[config.mk]
export PLATFORM = sky130hd
export DESIGN_NAME = scan_seq
export DESIGN_NICKNAME = d
export VERILOG_FILES = /design/src/rtl/scan_pkg.sv /design/src/rtl/scan_cfg_reg.sv /design/src/rtl/scan_next.sv /design/src/rtl/scan_seq.sv
export SDC_FILE = /design/constraint.sdc
export NUM_CORES = 1
export LEC_CHECK = 0
export ABC_AREA = 1
export CAP_MARGIN = 20
export CORE_MARGIN = 5
export CORE_UTILIZATION = 50
export DETAILED_ROUTE_END_ITERATION = 8
export PLACE_DENSITY_LB_ADDON = 0.1
export SYNTH_ARGS = -nofsm -noshare
export SYNTH_HDL_FRONTEND = slang
export SYNTH_HIERARCHICAL = 1
export SYNTH_SLANG_ARGS = --single-unit
[constraint.sdc]
create_clock -name clk -period 1.75 [get_ports clk]
set_input_delay 0.175 -clock clk [delete_from_list [all_inputs] [get_ports clk]]
set_output_delay 0.175 -clock clk [all_outputs]
set_load 0.03 [all_outputs]
[src/rtl/scan_pkg.sv]
package scan_pkg;
  typedef enum logic {
    MODE_SINGLE = 1'b0,
    MODE_PAIR   = 1'b1
  } scan_mode_e;
endpackage

[src/rtl/scan_cfg_reg.sv]
module scan_cfg_reg
  import scan_pkg::*;
#(
  parameter int CH_W = 3
) (
  input  logic            clk,
  input  logic            rst,
  input  logic            load,
  input  logic            d_en,
  input  logic            d_pair,
  input  logic            d_temp,
  input  logic [CH_W-1:0] d_last,
  input  logic [CH_W-1:0] d_hold,
  output logic            q_en,
  output scan_mode_e      q_mode,
  output logic            q_temp,
  output logic [CH_W-1:0] q_last,
  output logic [CH_W-1:0] q_hold
);
  always_ff @(posedge clk) begin
    if (rst) begin
      q_en   <= 1'b0;
      q_mode <= MODE_SINGLE;
      q_temp <= 1'b0;
      q_last <= '0;
      q_hold <= '0;
    end else if (load) begin
      q_en   <= d_en;
      q_mode <= d_pair ? MODE_PAIR : MODE_SINGLE;
      q_temp <= d_temp;
      q_last <= d_last;
      q_hold <= d_hold;
    end
  end
endmodule

[src/rtl/scan_next.sv]
module scan_next
  import scan_pkg::*;
#(
  parameter int CH_W = 3
) (
  input  logic            cur_temp,
  input  logic [CH_W-1:0] cur_ch,
  input  scan_mode_e      mode,
  input  logic            temp_en,
  input  logic [CH_W-1:0] last,
  output logic            nxt_temp,
  output logic [CH_W-1:0] nxt_ch,
  output logic            nxt_first
);
  localparam logic [CH_W-1:0] ONE = CH_W'(1);
  localparam logic [CH_W-1:0] TWO = CH_W'(2);

  logic            at_end;
  logic [CH_W-1:0] step;

  always_comb begin
    step   = (mode == MODE_PAIR) ? TWO : ONE;
    at_end = (mode == MODE_PAIR) ? ((cur_ch | ONE) >= last) : (cur_ch >= last);
    nxt_temp  = 1'b0;
    nxt_ch    = '0;
    nxt_first = 1'b0;
    if (cur_temp) begin
      nxt_first = 1'b1;
    end else if (at_end) begin
      if (temp_en) nxt_temp  = 1'b1;
      else         nxt_first = 1'b1;
    end else begin
      nxt_ch = cur_ch + step;
    end
  end
endmodule

[src/rtl/scan_seq.sv]
module scan_seq
  import scan_pkg::*;
#(
  parameter int CH_W = 3
) (
  input  logic            clk,
  input  logic            rst,
  input  logic            cfg_load,
  input  logic            cfg_enable,
  input  logic            cfg_paired,
  input  logic            cfg_temp_incl,
  input  logic [CH_W-1:0] cfg_last_ch,
  input  logic [CH_W-1:0] cfg_hold_ch,
  input  logic            conv_done,
  output logic [CH_W-1:0] sel_ch,
  output logic            sel_temp,
  output logic            sel_first
);
  logic            en_q;
  scan_mode_e      mode_q;
  logic            temp_q;
  logic [CH_W-1:0] last_q;
  logic [CH_W-1:0] hold_q;

  logic            nxt_temp;
  logic [CH_W-1:0] nxt_ch;
  logic            nxt_first;

  scan_cfg_reg #(.CH_W(CH_W)) u_cfg (
    .clk    (clk),
    .rst    (rst),
    .load   (cfg_load),
    .d_en   (cfg_enable),
    .d_pair (cfg_paired),
    .d_temp (cfg_temp_incl),
    .d_last (cfg_last_ch),
    .d_hold (cfg_hold_ch),
    .q_en   (en_q),
    .q_mode (mode_q),
    .q_temp (temp_q),
    .q_last (last_q),
    .q_hold (hold_q)
  );

  scan_next #(.CH_W(CH_W)) u_next (
    .cur_temp  (sel_temp),
    .cur_ch    (sel_ch),
    .mode      (mode_q),
    .temp_en   (temp_q),
    .last      (last_q),
    .nxt_temp  (nxt_temp),
    .nxt_ch    (nxt_ch),
    .nxt_first (nxt_first)
  );

  always_ff @(posedge clk) begin
    if (rst) begin
      sel_ch    <= '0;
      sel_temp  <= 1'b0;
      sel_first <= 1'b0;
    end else if (cfg_load) begin
      sel_ch    <= cfg_enable ? '0 : cfg_hold_ch;
      sel_temp  <= 1'b0;
      sel_first <= cfg_enable;
    end else if (conv_done && en_q) begin
      sel_ch    <= nxt_ch;
      sel_temp  <= nxt_temp;
      sel_first <= nxt_first;
    end
  end


  load_start_chk: assert property (@(posedge clk) disable iff (rst)
    cfg_load && cfg_enable |=> sel_first && (sel_ch == '0) && !sel_temp);


  park_hold_chk: assert property (@(posedge clk) disable iff (rst)
    cfg_load && !cfg_enable |=> (sel_ch == $past(cfg_hold_ch)) && !sel_temp && !sel_first);


  park_stay_chk: assert property (@(posedge clk) disable iff (rst)
    !en_q && !cfg_load |=> (sel_ch == hold_q) && !sel_temp && !sel_first);


  idle_stable_chk: assert property (@(posedge clk) disable iff (rst)
    !cfg_load && !conv_done |=> $stable(sel_ch) && $stable(sel_temp) && $stable(sel_first));


  first_zero_chk: assert property (@(posedge clk) disable iff (rst)
    sel_first |-> (sel_ch == '0) && !sel_temp);


  temp_wrap_chk: assert property (@(posedge clk) disable iff (rst)
    sel_temp && conv_done && !cfg_load |=> sel_first && (sel_ch == '0));


  pair_even_chk: assert property (@(posedge clk) disable iff (rst)
    en_q && (mode_q == MODE_PAIR) |-> !sel_ch[0]);


  range_chk: assert property (@(posedge clk) disable iff (rst)
    en_q && !sel_temp |-> sel_ch <= last_q);
endmodule

==> flow_metrics.tcl, run 1 <==
set metrics [dict create \
    root_buffer "sky130_fd_sc_hd__clkbuf_4" \
    grt_setup_unrepaired "false" \
    dp_hpwl_um 1320 \
    final_layout_size_suffix_gt1_frac 0.134 \
    max-clock-path-buffers 2 \
    place.detailed.instances 153 \
    fin_nets 162 \
    die_area_um2 2410 \
    vdd_drop_max_mv 0.476 \
    totalWireLength_um 1620 \
    drt-initial-drc-count 14 \
    holdBufCountCts 0 \
    globalRoute.totalOverflow 0 \
    cts_sinks 11 \
    place.port_buffers 17 \
    cts_tree "built" \
    synthCells 121 \
    worstPathMaxFanout 4 \
    timing_worst_setup_path_type "register to output port" \
    cp_data_arrival_time_ps 1390 \
    antenna_cells 0 \
    crit_path_start_kind "register" \
    start_util 0.520 \
    layout.cells.non_filler 158 \
    avgRoutedWirePerCell_um 10.2 \
    p_seq_frac 0.413 \
    timing.critical_path.to_type "output port" \
    maxUsedRoutingLayer "met4" \
    wl_met1_um 730 \
    htree_levels 1 \
    synthToLayoutAreaGrowth_pct 27.2 \
    largest_net_degree_at_the_start_of_global_routing 13 \
    core-area_um2 1470 \
    ioPinCount 18 \
    cp_data_required_time_ps 1570 \
    path_clk_slew_ps 70 \
    mappedNetlistNets 140 \
    cts-buffers-inserted 3 \
    syn_area_per_cell_um2 6.32 \
    report.final.hold_viol_count 0 \
    total_switching_power_mw 0.233 \
    first_pass_iters 4 \
    comb_power_share 0.317 \
    power_frac_clock 0.270 \
    critical_path.max_stage_delay_ps 700 \
    met2WireLength_um 736 \
    ys_warn_count 6 \
    die_h_um 49.1 \
    slew-limit-headroom 0.790 \
    drc 0 \
    intPower_mw 0.455 \
    replace_congestion 0.783 \
    grt_pass1_wl_um 2650 \
    holdWs_ps 485 \
    cp_slowest_cell "sky130_fd_sc_hd__clkdlybuf4s50_1" \
    tightestPinTransition_ps 315 \
    timing.fmax_mhz 639 \
    critical_path.top_delay_family "buffers and inverters" \
    grt_use_total 0.145 \
    power_leakage_nw 0.509 \
    fin_skew_ps 1.31 \
    finalWorstPathRequiredPeriod_ps 1570 \
    initial_antenna_violation_count 0 \
    status "complete, no violations" \
    syn-cell-area_um2 764 \
    detailroute.wirelength.met3_um 97 \
    setup_total_negative_slack_ps 0 \
    clock_insertion_delay_worst_skew_ps 280 \
    setup_viol_count_final 0 \
    route.vias.total 702 \
    detail_route.vias_per_cell 4.44 \
    fillerInstances 145 \
    cp.buffers_inverters 1 \
    max_cap_viol_count 0 \
    min_period_over_period 0.895 \
    timing.final.max_slew_violations 0 \
    fp.dieW_um 49.1 \
    areal_power_density_over_the_cells_nw_per_um2 708 \
    row_count 14 \
    switching_share 0.339 \
    vias_in_the_first_global_route 604 \
    drt.antenna.violating_nets 0 \
    cells_along_the_critical_path "clkdlybuf4s50_1" \
    worstHoldPathType "register to register" \
]
==> stage by stage <==
step | util | setup WS (ps) | instance area (um2) | total power [mW]
final | 0.661 | 184 | 972 | 0.688
after CTS | 0.654 | 95.1 | 962 | 0.691
after detailed placement | 0.636 | 119 | 936 | 0.508
after floorplan | - | 78.8 | 764 | 0.438
after global routing | 0.661 | 29.6 | 972 | 0.742
after global placement | 0.636 | 199 | 936 | 0.497
==> cells in the final DEF (no fill, tap or decap) <==
master,n
sky130_fd_sc_hd__nand2_1,32
sky130_fd_sc_hd__nor2_1,27
sky130_fd_sc_hd__xor2_1,1
sky130_fd_sc_hd__ha_1,5
sky130_fd_sc_hd__nand2_2,5
sky130_fd_sc_hd__nor2_2,1
sky130_fd_sc_hd__nand3_1,2
sky130_fd_sc_hd__clkbuf_4,3
sky130_fd_sc_hd__clkbuf_1,1
sky130_fd_sc_hd__nand3_2,1
sky130_fd_sc_hd__fa_2,1
sky130_fd_sc_hd__inv_1,21
sky130_fd_sc_hd__dfxtp_1,11
sky130_fd_sc_hd__a21oi_1,1
sky130_fd_sc_hd__clkdlybuf4s50_1,17
sky130_fd_sc_hd__buf_4,2
sky130_fd_sc_hd__inv_2,4
sky130_fd_sc_hd__o21ai_1,3
sky130_fd_sc_hd__nand3b_1,1
sky130_fd_sc_hd__nand2_4,1
sky130_fd_sc_hd__clkinv_1,1
sky130_fd_sc_hd__nor2_4,1
==> timing repair <==
item,CTS,global route
setup buffers,0,1
gates resized for setup,0,1
setup endpoints to repair,0,1
==> metal layers <==
metal	vias up	global-route usage
li1	394	-
met1	287	0.161
met2	16	0.230
met3	5	0.0428
met4	0	0.108
met5	-	0
==> sequential cells by signal, indices dropped and copies added (netlist names) <==
name,count
u_cfg/q_temp,1
sel_temp,1
sel_first,1
sel_ch,3
u_cfg/q_last,3
u_cfg/q_mode,1
u_cfg/q_en,1
==> final timing paths <==
path / startpoint / to / slack [ps] / cells after the start
hold / removal: u_cfg/q_last[2]$_SDFFE_PP0P_ / u_cfg/q_last[2]$_SDFFE_PP0P_ / 480 / 2
setup / recovery: sel_ch[2]$_SDFFE_PP0P_ / sel_ch[2] / 180 / 1
hold reg to reg: u_cfg/q_last[2]$_SDFFE_PP0P_ / u_cfg/q_last[2]$_SDFFE_PP0P_ / 480 / 2
setup reg to reg: u_cfg/q_mode$_SDFFE_PP0P_ / sel_ch[2]$_SDFFE_PP0P_ / 200 / 10
==> power groups by stage <==
stage	Sequential, mW	Combinational [mW]	Clock [mW]
global placement	0.290	0.208	0
CTS	0.284	0.218	0.188
detailed placement	0.290	0.217	0
floorplan	0.303	0.135	0
finish	0.284	0.218	0.186
global route	0.287	0.248	0.208
==> cell type report <==
class                   instances  area [um2]  share of cell area
multi-input cells              82         423               0.435
flip-flops and latches         11         220               0.227
repair buffers                 19         185               0.190
inverters                      26        97.6               0.100
clock buffers                   4        26.3              0.0270
well taps                      16        20.0              0.0206
No activity file was read; power rests on OpenSTA's default activity.
==> run 2, diff against run 1 <==
--- a/config.mk
+++ b/config.mk
@@ -8,9 +8,10 @@
 export ABC_AREA = 1
 export CAP_MARGIN = 20
 export CORE_MARGIN = 5
-export CORE_UTILIZATION = 50
+export CORE_UTILIZATION = 40
 export DETAILED_ROUTE_END_ITERATION = 8
 export PLACE_DENSITY_LB_ADDON = 0.1
+export RECOVER_POWER = 100
 export SYNTH_ARGS = -nofsm -noshare
 export SYNTH_HDL_FRONTEND = slang
 export SYNTH_HIERARCHICAL = 1
==> run 2 against run 1 <==
  * Final area down 0.51%
  * Critical path type unchanged
  * Hold slack worse by 11 ps
  * Clock power down 6%
  * Critical path depth unchanged
  * Routed wire length down 13%
  * Die area up 20%
  * Highest routed layer unchanged
==> flow_metrics.tcl, run 2 (synthesis results as in run 1) <==
set metrics [dict create \
    route.vias.total 696 \
    initial_antenna_violation_count 0 \
    worstHoldPathType "register to register" \
    report.final.hold_viol_count 0 \
    cp_slowest_cell "sky130_fd_sc_hd__dlygate4sd3_1" \
    timing.critical_path.to_type "output port" \
    finalInstanceArea_um2 967 \
    holdBufCountCts 0 \
    cells_along_the_critical_path "dlygate4sd3_1" \
    vdd_drop_max_mv 0.403 \
    timing.fmax_mhz 626 \
    cts_sinks 11 \
    areal_power_density_over_the_cells_nw_per_um2 683 \
    core-area_um2 1760 \
    ioPinCount 18 \
    layout.cells.non_filler 166 \
    replace_congestion 0.810 \
    max_cap_viol_count 0 \
    critical_path.max_stage_delay_ps 760 \
    setup_total_negative_slack_ps 0 \
    cp_data_required_time_ps 1570 \
    clock_insertion_delay_worst_skew_ps 260 \
    max-clock-path-buffers 2 \
    worstPathMaxFanout 4 \
    placement.setup.worst_slack_ps 187 \
    rrSetupSlack_ps 170 \
    vias_in_the_first_global_route 611 \
    min_period_over_period 0.912 \
    die_h_um 53.7 \
    final_layout_size_suffix_gt1_frac 0.106 \
    timing_worst_setup_path_type "register to output port" \
    status "complete, no violations" \
    crit_path_start_kind "register" \
    detail_route.vias_per_cell 4.19 \
    setup_viol_count_final 0 \
    root_buffer "sky130_fd_sc_hd__clkbuf_4" \
    final_critical_path_setup_slack_ps 153 \
    placed_area_um2 947 \
    critical_path.top_delay_family "buffers and inverters" \
    grt_use_total 0.121 \
    path_clk_slew_ps 70 \
    fp.dieW_um 53.7 \
    avgRoutedWirePerCell_um 8.48 \
    multi_input_combinational_cell_area_um2 418 \
    worst_hold_path.num_cells 2 \
    start_util 0.433 \
    row_count 15 \
    drc 0 \
    largest_net_degree_at_the_start_of_global_routing 12 \
    slew-limit-headroom 0.687 \
    holdWs_ps 474 \
    place.detailed.instances 162 \
    totalWireLength_um 1410 \
    design_power_total_mw 0.661 \
    antenna_cells 0 \
    cts_tree "built" \
    tightestPinTransition_ps 469 \
    seq_area_um2 220 \
    dp_hpwl_um 1200 \
    drt-initial-drc-count 3 \
    synthToLayoutAreaGrowth_pct 26.5 \
    fillerInstances 204 \
    most-common-layout-cells "sky130_fd_sc_hd__nand2_1, sky130_fd_sc_hd__nor2_1, sky130_fd_sc_hd__inv_1, sky130_fd_sc_hd__clkdlybuf4s50_1, sky130_fd_sc_hd__dfxtp_1" \
    first_pass_iters 4 \
    cp.buffers_inverters 1 \
    fin_skew_ps 2.25 \
    die_area_um2 2890 \
    fin_nets 161 \
    grt_pass1_wl_um 2460 \
    worstRegToRegCells 10 \
    finalWorstPathRequiredPeriod_ps 1600 \
    cts_setup_buffers 0 \
    grt_setup_unrepaired "false" \
    layout_commonest_cell "sky130_fd_sc_hd__nand2_1" \
    globalRoute.totalOverflow 0 \
    drt.antenna.violating_nets 0 \
    htree_levels 1 \
    critical_path_cell_count 1 \
    cells_resized_by_post_cts_repair 0 \
    place.port_buffers 17 \
    timing.final.max_slew_violations 0 \
    reg.largest.list "sel_ch (3), u_cfg/q_last (3)" \
    cts-buffers-inserted 3 \
    layout.core_utilization 0.548 \
    power_leakage_nw 0.511 \
    cp_data_arrival_time_ps 1420 \
]
## run 2: changes by cell type in the layout (fill, tap and decap cells not counted), sizes merged
cell,before,now
buf,2,0
clkbuf,4,5
dlygate4sd3,0,5
clkdlybuf4s50,17,12
## run 2: power breakdown
group	switching, mW	internal (mW)
clock	0.0856	0.0881
combinational	0.113	0.0903
sequential	0.0150	0.268
total	0.214	0.447
## run 2: worst paths after layout
check	startpoint	to
worst max register to register	u_cfg/q_mode$_SDFFE_PP0P_	sel_ch[2]$_SDFFE_PP0P_
worst min-delay path	u_cfg/q_last[2]$_SDFFE_PP0P_	u_cfg/q_last[2]$_SDFFE_PP0P_
worst max-delay path	sel_ch[0]$_SDFFE_PP0P_	sel_ch[0]
worst min register to register	u_cfg/q_last[2]$_SDFFE_PP0P_	u_cfg/q_last[2]$_SDFFE_PP0P_
## run 2: layout make-up
class	instances	share of cell area
Multi-Input combinational cell	82	0.432
Tap cell	25	0.0323
Sequential cell	11	0.228
Clock buffer	4	0.0272
Timing Repair Buffer	18	0.180
Inverter	26	0.101
## run 2: per-layer routing
metal,track usage,share of wire,up-vias
met5,0,0,-
met4,0.0766,0.012,0
met3,0.0332,0.048,2
met2,0.204,0.46,13
met1,0.133,0.48,291
li1,-,-,390
==> run 3, diff against run 2 <==
--- a/config.mk
+++ b/config.mk
@@ -8,8 +8,9 @@
 export ABC_AREA = 1
 export CAP_MARGIN = 20
 export CORE_MARGIN = 5
-export CORE_UTILIZATION = 40
+export CORE_UTILIZATION = 30
 export DETAILED_ROUTE_END_ITERATION = 8
+export HOLD_SLACK_MARGIN = 0.06
 export PLACE_DENSITY_LB_ADDON = 0.1
 export RECOVER_POWER = 100
 export SYNTH_ARGS = -nofsm -noshare
==> run 3 against run 2 <==
  * Die area up 27%
  * Combinational power about the same
  * Global-route usage down 2.1 points
  * Register-to-register slack about the same
  * Flip-flop and latch count unchanged
  * Via count unchanged
  * Routed wire length up 5.8%
  * Critical path depth unchanged
  * Hold slack worse by 1.4 ps
  * Clock-buffer cell count unchanged
  * Clock power up 4%
==> flow_metrics.tcl, run 3 (synthesis results as in run 1) <==
set metrics [dict create \
    synthToLayoutAreaGrowth_pct 27.7 \
    root_buffer "sky130_fd_sc_hd__clkbuf_4" \
    htree_levels 1 \
    cells_along_the_critical_path "dlygate4sd3_1" \
    cts_sinks 11 \
    grt_use_total 0.100 \
    dp_hpwl_um 1280 \
    max-clock-path-buffers 2 \
    tightestPinTransition_ps 424 \
    reg.largest.list "sel_ch (3), u_cfg/q_last (3)" \
    holdBufCountCts 0 \
    vdd_drop_max_mv 0.417 \
    start_util 0.311 \
    critical_path.top_delay_family "buffers and inverters" \
    power_leakage_nw 0.514 \
    min_period_over_period 0.917 \
    final_layout_size_suffix_gt1_frac 0.113 \
    detail_route.vias_per_cell 4.07 \
    cp.buffers_inverters 1 \
    status "complete, no violations" \
    finalInstanceArea_um2 976 \
    antenna_cells 0 \
    report.final.hold_viol_count 0 \
    grt_setup_unrepaired "false" \
    areal_power_density_over_the_cells_nw_per_um2 686 \
    timing.final.max_slew_violations 0 \
    initial_antenna_violation_count 0 \
    fin_nets 161 \
    clock_insertion_delay_worst_skew_ps 270 \
    finalWorstPathRequiredPeriod_ps 1600 \
    critical_path.max_stage_delay_ps 760 \
    path_clk_slew_ps 80 \
    layout.cells.non_filler 171 \
    placed_area_um2 953 \
    cts_tree "built" \
    cts-buffers-inserted 3 \
    setup_total_negative_slack_ps 0 \
    drc 0 \
    place.port_buffers 17 \
    timing.fmax_mhz 623 \
    fp.dieW_um 60.5 \
    slew-limit-headroom 0.717 \
    vias_in_the_first_global_route 682 \
    avgRoutedWirePerCell_um 8.70 \
    timing.critical_path.to_type "output port" \
    first_pass_iters 4 \
    layout.core_utilization 0.398 \
    cp_data_arrival_time_ps 1430 \
    largest_net_degree_at_the_start_of_global_routing 12 \
    cts_setup_buffers 0 \
    row_count 18 \
    worstPathMaxFanout 4 \
    die_h_um 60.5 \
    drt-initial-drc-count 12 \
    most-common-layout-cells "sky130_fd_sc_hd__nand2_1, sky130_fd_sc_hd__nor2_1, sky130_fd_sc_hd__inv_1, sky130_fd_sc_hd__clkdlybuf4s50_1, sky130_fd_sc_hd__dfxtp_1" \
    crit_path_start_kind "register" \
    globalRoute.totalOverflow 0 \
    totalWireLength_um 1490 \
    worstHoldPathType "register to register" \
    cp_data_required_time_ps 1570 \
    cells_resized_by_post_cts_repair 0 \
    layout_commonest_cell "sky130_fd_sc_hd__nand2_1" \
    route.vias.total 696 \
    grt_pass1_wl_um 2700 \
    replace_congestion 0.800 \
    place.detailed.instances 167 \
    fin_skew_ps 7.19 \
    ioPinCount 18 \
    timing_worst_setup_path_type "register to output port" \
    setup_viol_count_final 0 \
    cp_slowest_cell "sky130_fd_sc_hd__dlygate4sd3_1" \
    drt.antenna.violating_nets 0 \
    holdWs_ps 473 \
    max_cap_viol_count 0 \
    die_area_um2 3660 \
    core-area_um2 2450 \
]
## run 3: changes by cell type in the layout (fill, tap and decap cells not counted)
cell,previous run,this run
sky130_fd_sc_hd__nand2_1,33,32
sky130_fd_sc_hd__clkdlybuf4s50_1,12,11
sky130_fd_sc_hd__dlygate4sd3_1,5,6
sky130_fd_sc_hd__nand2_2,4,5
## run 3: path summary, 6_finish.rpt
kind	from	to	slack, ps	cells after the start
max	sel_ch[2]$_SDFFE_PP0P_	sel_ch[2]	150	1
min	u_cfg/q_last[2]$_SDFFE_PP0P_	u_cfg/q_last[2]$_SDFFE_PP0P_	470	2
max reg2reg	u_cfg/q_mode$_SDFFE_PP0P_	sel_ch[2]$_SDFFE_PP0P_	170	10
min reg2reg	u_cfg/q_last[2]$_SDFFE_PP0P_	u_cfg/q_last[2]$_SDFFE_PP0P_	470	2
## run 3: power breakdown
part / total, mW / internal, mW / leakage [nW] / switching, mW
clock network: 0.181 / 0.0882 / 0.0150 / 0.0928
registers: 0.283 / 0.268 / 0.0911 / 0.0150
logic: 0.205 / 0.0905 / 0.408 / 0.115
## run 3: final cells by class
type | count | area (um2)
clock buffer | 4 | 26.3
fill | 276 | 1480
inverter | 26 | 97.6
multi-input combinational | 82 | 420
sequential | 11 | 220
tap | 30 | 37.5
timing repair buffer | 18 | 174
## run 3: per-layer routing
layer  vias up  wire length, um  global-route usage
met5         -                0                   0
met2         8              692               0.171
met3         2               45              0.0255
li1        391                -                   -
met4         0                8              0.0372
met1       295              742               0.121
## run 3: metrics by stage
stage | total power [mW] | setup WS [ps]
CTS | 0.691 | 152
detailed placement | 0.503 | 176
finish | 0.670 | 146
global route | 0.739 | 11.0
floorplan | 0.438 | 78.8
global placement | 0.502 | 191
